File: src/rtl/pll_search_pkg.sv
package pll_search_pkg;

    localparam int M_MAX_SMALL = 32;
    localparam int M_MAX_LARGE = 64;
    localparam int N_MAX_SMALL = 128;
    localparam int N_MAX_LARGE = 2048;

    // m counts one past its limit before the walk ends
    localparam int M_W = $clog2(M_MAX_LARGE + 2);
    localparam int N_W = $clog2(N_MAX_LARGE + 1);

    typedef enum logic [2:0] {
        ST_IDLE,
        ST_PICK,
        ST_WAIT_N,
        ST_EVAL,
        ST_WAIT_F
    } eng_state_e;

    // largest reference divider for a variant
    function automatic logic [M_W-1:0] m_limit(input logic [1:0] sel);
        return (sel == 2'd0) ? M_W'(M_MAX_SMALL) : M_W'(M_MAX_LARGE);
    endfunction

    // largest feedback divider for a variant
    function automatic logic [N_W-1:0] n_limit(input logic [1:0] sel);
        return sel[1] ? N_W'(N_MAX_LARGE) : N_W'(N_MAX_SMALL);
    endfunction

endpackage

File: src/rtl/pll_restoring_div.sv
module pll_restoring_div #(
    parameter int W = 28
) (
    input  logic         clk,
    input  logic         rst_n,
    input  logic         load,
    input  logic [W-1:0] num,
    input  logic [W-1:0] den,
    output logic         valid,
    output logic [W-1:0] quo
);

    localparam int CNT_W = $clog2(W + 1);

    typedef struct packed {
        logic [W-1:0]     rem;
        logic [W-1:0]     quo;
        logic [W-1:0]     den;
        logic [CNT_W-1:0] cnt;
        logic             busy;
        logic             valid;
    } div_state_t;

    div_state_t q, d;
    logic [W:0] shifted;
    logic       fits;

    always_comb begin
        d       = q;
        d.valid = 1'b0;
        shifted = {q.rem, q.quo[W-1]};
        fits    = shifted >= {1'b0, q.den};
        if (load) begin
            d.rem  = '0;
            d.quo  = num;
            d.den  = den;
            d.cnt  = CNT_W'(W);
            d.busy = 1'b1;
        end else if (q.busy) begin
            // one quotient bit per cycle, most significant first
            d.rem = fits ? W'(shifted - {1'b0, q.den}) : shifted[W-1:0];
            d.quo = {q.quo[W-2:0], fits};
            d.cnt = q.cnt - 1'b1;
            if (q.cnt == CNT_W'(1)) begin
                d.busy  = 1'b0;
                d.valid = 1'b1;
            end
        end
    end

    always_ff @(posedge clk or negedge rst_n) begin
        if (!rst_n) q <= '0;
        else        q <= d;
    end

    assign valid = q.valid;
    assign quo   = q.quo;

endmodule

File: src/rtl/pll_reg_pack.sv
module pll_reg_pack
    import pll_search_pkg::*;
(
    input  logic [1:0]     sel,
    input  logic [M_W-1:0] best_m,
    input  logic [N_W-1:0] best_n,
    output logic [7:0]     m_byte,
    output logic [7:0]     n_byte,
    output logic [7:0]     p_byte
);

    logic [M_W-1:0] half;
    logic           upper;
    logic [M_W-1:0] m_enc;
    logic [10:0]    n_less;

    always_comb begin
        half   = m_limit(sel) >> 1;
        upper  = best_m > half;
        // the halved divisor goes with the divide-by-two flag
        m_enc  = upper ? (best_m >> 1) - M_W'(1) : best_m - M_W'(1);
        m_byte = 8'(m_enc);
        n_less = 11'(best_n - N_W'(1));
        if (sel[1]) begin
            n_byte = n_less[7:0];
            p_byte = {upper, n_less[10:8], 4'b0000};
        end else begin
            n_byte = {upper, n_less[6:0]};
            p_byte = 8'h00;
        end
    end

endmodule

File: src/rtl/pll_divider_search.sv
module pll_divider_search
    import pll_search_pkg::*;
#(
    parameter int FREQ_W = 16
) (
    input  logic              clk,
    input  logic              rst_n,
    input  logic              start,
    input  logic [FREQ_W-1:0] req_freq,
    input  logic [FREQ_W-1:0] ref_freq,
    input  logic [FREQ_W-1:0] min_freq,
    input  logic [FREQ_W-1:0] max_freq,
    input  logic [1:0]        variant,
    output logic              done,
    output logic              err,
    output logic [FREQ_W:0]   achieved_freq,
    output logic [7:0]        m_byte,
    output logic [7:0]        n_byte,
    output logic [7:0]        p_byte
);

    localparam int NUM_W = FREQ_W + N_W;
    localparam int ERR_W = NUM_W + M_W;
    localparam int OUT_W = FREQ_W + 1;

    typedef struct packed {
        eng_state_e        st;
        logic [FREQ_W-1:0] f;
        logic [FREQ_W-1:0] rf;
        logic [1:0]        sel;
        logic [M_W-1:0]    m;
        logic [N_W-1:0]    n;
        logic              n_ok;
        logic              found;
        logic [M_W-1:0]    best_m;
        logic [N_W-1:0]    best_n;
        logic [NUM_W-1:0]  best_e;
        logic              done;
        logic              err;
        logic [OUT_W-1:0]  freq_out;
        logic [7:0]        mb;
        logic [7:0]        nb;
        logic [7:0]        pb;
    } eng_t;

    eng_t q, d;

    logic             div_load;
    logic [NUM_W-1:0] div_num;
    logic [NUM_W-1:0] div_den;
    logic             div_valid;
    logic [NUM_W-1:0] div_quo;

    logic [7:0] pk_m, pk_n, pk_p;

    logic [FREQ_W-1:0] clamp_lo, clamped;
    logic [M_W-1:0]    m_lim;
    logic [N_W-1:0]    n_lim;
    logic [NUM_W-1:0]  f_times_m;
    logic [NUM_W-1:0]  ref_times_n;
    logic [NUM_W-1:0]  e_new;
    logic [ERR_W-1:0]  lhs, rhs;

    pll_restoring_div #(.W(NUM_W)) u_div (
        .clk   (clk),
        .rst_n (rst_n),
        .load  (div_load),
        .num   (div_num),
        .den   (div_den),
        .valid (div_valid),
        .quo   (div_quo)
    );

    pll_reg_pack u_pack (
        .sel    (q.sel),
        .best_m (q.best_m),
        .best_n (q.best_n),
        .m_byte (pk_m),
        .n_byte (pk_n),
        .p_byte (pk_p)
    );

    // shared arithmetic for the current candidate
    always_comb begin
        clamp_lo    = (req_freq < min_freq) ? min_freq : req_freq;
        clamped     = (clamp_lo > max_freq) ? max_freq : clamp_lo;
        m_lim       = m_limit(q.sel);
        n_lim       = n_limit(q.sel);
        f_times_m   = NUM_W'(q.f) * NUM_W'(q.m);
        ref_times_n = NUM_W'(q.rf) * NUM_W'(q.n);
        e_new       = (f_times_m >= ref_times_n) ? f_times_m - ref_times_n
                                                 : ref_times_n - f_times_m;
        // compare e_new/m against best_e/best_m without dividing
        lhs         = ERR_W'(e_new) * ERR_W'(q.best_m);
        rhs         = ERR_W'(q.best_e) * ERR_W'(q.m);
    end

    always_comb begin
        d        = q;
        d.done   = 1'b0;
        div_load = 1'b0;
        div_num  = '0;
        div_den  = '0;
        unique case (q.st)
            ST_IDLE: begin
                if (start) begin
                    d.f      = clamped;
                    d.rf     = ref_freq;
                    d.sel    = variant;
                    d.m      = M_W'(1);
                    d.found  = 1'b0;
                    d.best_m = '0;
                    d.best_n = '0;
                    d.best_e = '0;
                    d.st     = ST_PICK;
                end
            end
            ST_PICK: begin
                if (q.m > m_lim) begin
                    if (q.found) begin
                        div_load = 1'b1;
                        div_num  = NUM_W'(q.rf) * NUM_W'(q.best_n);
                        div_den  = NUM_W'(q.best_m);
                        d.st     = ST_WAIT_F;
                    end else begin
                        d.done     = 1'b1;
                        d.err      = 1'b1;
                        d.freq_out = '0;
                        d.mb       = '0;
                        d.nb       = '0;
                        d.pb       = '0;
                        d.st       = ST_IDLE;
                    end
                end else if ((q.m > (m_lim >> 1)) && q.m[0]) begin
                    d.m = q.m + M_W'(1);
                end else begin
                    div_load = 1'b1;
                    div_num  = (f_times_m << 1) + NUM_W'(q.rf);
                    div_den  = NUM_W'(q.rf) << 1;
                    d.st     = ST_WAIT_N;
                end
            end
            ST_WAIT_N: begin
                if (div_valid) begin
                    d.n_ok = (div_quo != '0) && (div_quo <= NUM_W'(n_lim));
                    d.n    = div_quo[N_W-1:0];
                    d.st   = ST_EVAL;
                end
            end
            ST_EVAL: begin
                if (q.n_ok && (!q.found || (lhs < rhs))) begin
                    d.found  = 1'b1;
                    d.best_m = q.m;
                    d.best_n = q.n;
                    d.best_e = e_new;
                end
                d.m  = q.m + M_W'(1);
                d.st = ST_PICK;
            end
            ST_WAIT_F: begin
                if (div_valid) begin
                    d.freq_out = div_quo[OUT_W-1:0];
                    d.mb       = pk_m;
                    d.nb       = pk_n;
                    d.pb       = pk_p;
                    d.err      = 1'b0;
                    d.done     = 1'b1;
                    d.st       = ST_IDLE;
                end
            end
            default: d.st = ST_IDLE;
        endcase
    end

    always_ff @(posedge clk or negedge rst_n) begin
        if (!rst_n) q <= '0;
        else        q <= d;
    end

    assign done          = q.done;
    assign err           = q.err;
    assign achieved_freq = q.freq_out;
    assign m_byte        = q.mb;
    assign n_byte        = q.nb;
    assign p_byte        = q.pb;

endmodule

File: config.mk
export PLATFORM = sky130hd
export DESIGN_NAME = pll_divider_search
export DESIGN_NICKNAME = d
export VERILOG_FILES = /design/src/rtl/pll_search_pkg.sv /design/src/rtl/pll_restoring_div.sv /design/src/rtl/pll_reg_pack.sv /design/src/rtl/pll_divider_search.sv
export SDC_FILE = /design/constraint.sdc
export NUM_CORES = 2
export LEC_CHECK = 0
export ABC_AREA = 1
export BUFFER_PORTS_ARGS = -buffer_cell sky130_fd_sc_hd__clkbuf_2
export CORE_AREA = 2 2 291 293
export CTS_CLUSTER_DIAMETER = 120
export CTS_CLUSTER_SIZE = 30
export DETAILED_ROUTE_END_ITERATION = 7
export DIE_AREA = 0 0 293 295
export PLACE_DENSITY = 0.71
export SLEW_MARGIN = 30
export SYNTH_ARGS = -nofsm -noshare
export SYNTH_HDL_FRONTEND = slang
export SYNTH_SLANG_ARGS = --single-unit
File: constraint.sdc
create_clock -name clk -period 37.2 [get_ports clk]
set_input_delay 7.44 -clock clk [delete_from_list [all_inputs] [get_ports clk]]
set_output_delay 7.44 -clock clk [all_outputs]
set_load 0.05 [all_outputs]
==> results.tsv <==
metric	value	unit
status	complete, no violations	
hold_class	flop to flop	
dp_hpwl	106000	µm
drc	0	
fin_crit_sh	0.391	
drive_above_1_share	0.0511	
path_clk_slew	0.12	ns
num-fill-cells	7857	
synth_area	45500	µm²
setup_viol	0	
synthCells	6245	
wl_met3	10100	µm
setup_tns	0	ns
yosysMostFrequentCell	nand2_1	
antenna_found_initial	5	
crit_path_end_kind	flop	
criticalPathCategory	flop to flop	
wire_per_inst	18.1	µm
insertion_delay	0.54	ns
r2r-start	q[99]	
area_growth	3.20	%
wl_met2	59700	µm
synth_common_cells	nand2_1 (1579), inv_1 (1307), fa_1 (611), ha_1 (437), nor2_1 (326)	
grt_pass1_wl	214000	µm
synth_area_leaders	fa_1 (27%), nand2_1 (13%), dfrtp_1 (12%)	
synth_cell_types	60	
holdBufCountCts	0	
cp_slowest_stage_delay	0.89	ns
hold_slack	0.494	ns
synth_edf_count	0	
hold_depth	2	
path_common_cell	nand2_1	
cpMaxStageDelayCell	dfrtp_1	
vias	39700	
ant_nets	0	
hold_viol_final	0	
finClkSkew	0.0428	ns
drtIter0Drc	2925	
avgSynthCellArea	7.29	µm²
die_area	86400	µm²
dr.pass1.iters	5	
overflow	0	
gp_congestion	0.969	
wl	130000	µm
port_buffers	106	
finalMaxSlewViolations	0	
setup.worst_path.start	q[99]	
worstHoldStart	p_byte[5]	
cts_resized	0	
track_usage	0.311	
synth_top_area_share	0.269	
clk_path_buf_depth	3	
cts_made_buffers	14	
area.sequential	5580	µm²
finalNetCount	7235	
tritoncts	done	
postSynth.asyncResetShare	1.00	
reg2reg_depth	58	
cts_setup_buffers	0	
startpoint_type	flop	
maxCapViolations	0	
die_h	295	µm
cp.required	37.66	ns
cts_root_buf	clkbuf_16	
die_w	293	µm
ys_warn_count	0	
top_layer_used	met5	
grt_pass1_vias	40300	
min_period	14.54	ns
rsz0062_at_grt	false	
io-pin-count	112	
slew_headroom	0.326	
routedLengthMet1	55200	µm
ys_ff_latch	223	
cts.sinks	223	
fmax	68.8	MHz
synthFlopType	dfrtp_1	
ys_seq_area_frac	0.123	
worstPathMaxFanout	39	
h-tree-depth	1	
grt_max_degree	80	
core_area	83200	µm²
via_per_inst	5.51	
multi_input_area	33600	µm²
yosysTopAreaCell	fa_1	
crit_arrival	15.00	ns
start_util	0.548	
fp-row-count	106	
worst_slew_pin_slew	1.01	ns
## metal layers
layer | track usage | up-vias
met5 | 0 | -
met4 | 0.111 | 6
met3 | 0.0475 | 261
met2 | 0.509 | 1362
met1 | 0.422 | 19300
li1 | - | 18700
## critical path: cells and delay by family, from the launching register on
kind	cells	cell delay (ns)
adders and majority gates	13	6.07
xor gates and xnor gates	2	0.33
and+or+nand+nor	21	3.54
buffers and inverters	8	0.85
DFF	1	0.89
AOI/OAI and AO/OA	14	2.73
## cell usage in the layout (no fill, tap or decap), types with 4 or more instances in the layout
cell type,count
nand2_1,1578
inv_1,1305
fa_1,611
ha_1,437
nor2_1,325
o21ai_0,323
a21oi_1,299
nand3_1,244
dfrtp_1,223
xor2_1,116
clkbuf_2,105
xnor2_1,57
nor3_1,50
buf_4,50
nand4_1,45
nor2_2,44
o211ai_1,32
nand2_4,31
o22ai_1,25
nor4_1,18
o21bai_1,18
nand2_2,17
clkbuf_16,15
inv_2,14
o21a_1,14
a21o_1,13
o221ai_1,13
a31oi_1,10
a21boi_0,9
or2_2,8
o21ai_1,7
nand3b_1,7
a211oi_1,6
conb_1,5
nor2_4,4
and2_1,4
clkinv_1,4
## logic make-up (layout without fill, tap and decap cells)
family,count (synthesis),in the layout,synth area share
compound gates,789,789,0.0956
xor+xnor,173,173,0.0333
simple gates,2382,2382,0.219
flops,223,223,0.123
fa+ha+maj,1048,1048,0.389
buf+inv,1629,1505,0.141
other cells,1,6,0.0000824
## final cells by class
cell class,instances,share of cell area
Clock inverter,8,0.00343
Clock buffer,15,0.00799
Tap cell,1080,0.0288
Inverter,1323,0.106
Timing Repair Buffer,159,0.0206
Sequential cell,223,0.119
Multi-Input combinational cell,4397,0.715
Antenna cell,1,0.0000533
## registers in the layout, summed over array words and instances (netlist names)
register       cells
done               1
u_div.q           51
q                105
u_div.valid        1
m_byte             7
u_div.quo         28
n_byte             8
err                1
p_byte             4
achieved_freq     17
## worst paths after layout
path                                    end  slack (ns)
worst max-delay path                  q[69]       22.66
worst min-delay path              p_byte[5]        0.49
worst max register to register        q[69]       22.66
worst min register to register    p_byte[5]        0.49
max in group asynchronous             q[54]       29.09
min in group asynchronous       u_div.q[83]        6.87
## metrics by stage
step / instances / setup slack [ns] / cell area, µm² / utilization
finish: 7206 / 22.66 / 47000 / 0.565
global route: 7205 / 21.65 / 47000 / 0.565
CTS: 7205 / 22.74 / 47000 / 0.565
detailed placement: 7182 / 22.79 / 46400 / 0.558
global placement: 7181 / 23.12 / 46400 / 0.558
floorplan: 6249 / 25.00 / 45500 / -
Power is not shown: default switching activity piles up to over one toggle a cycle in this logic, so the estimate is an artifact.
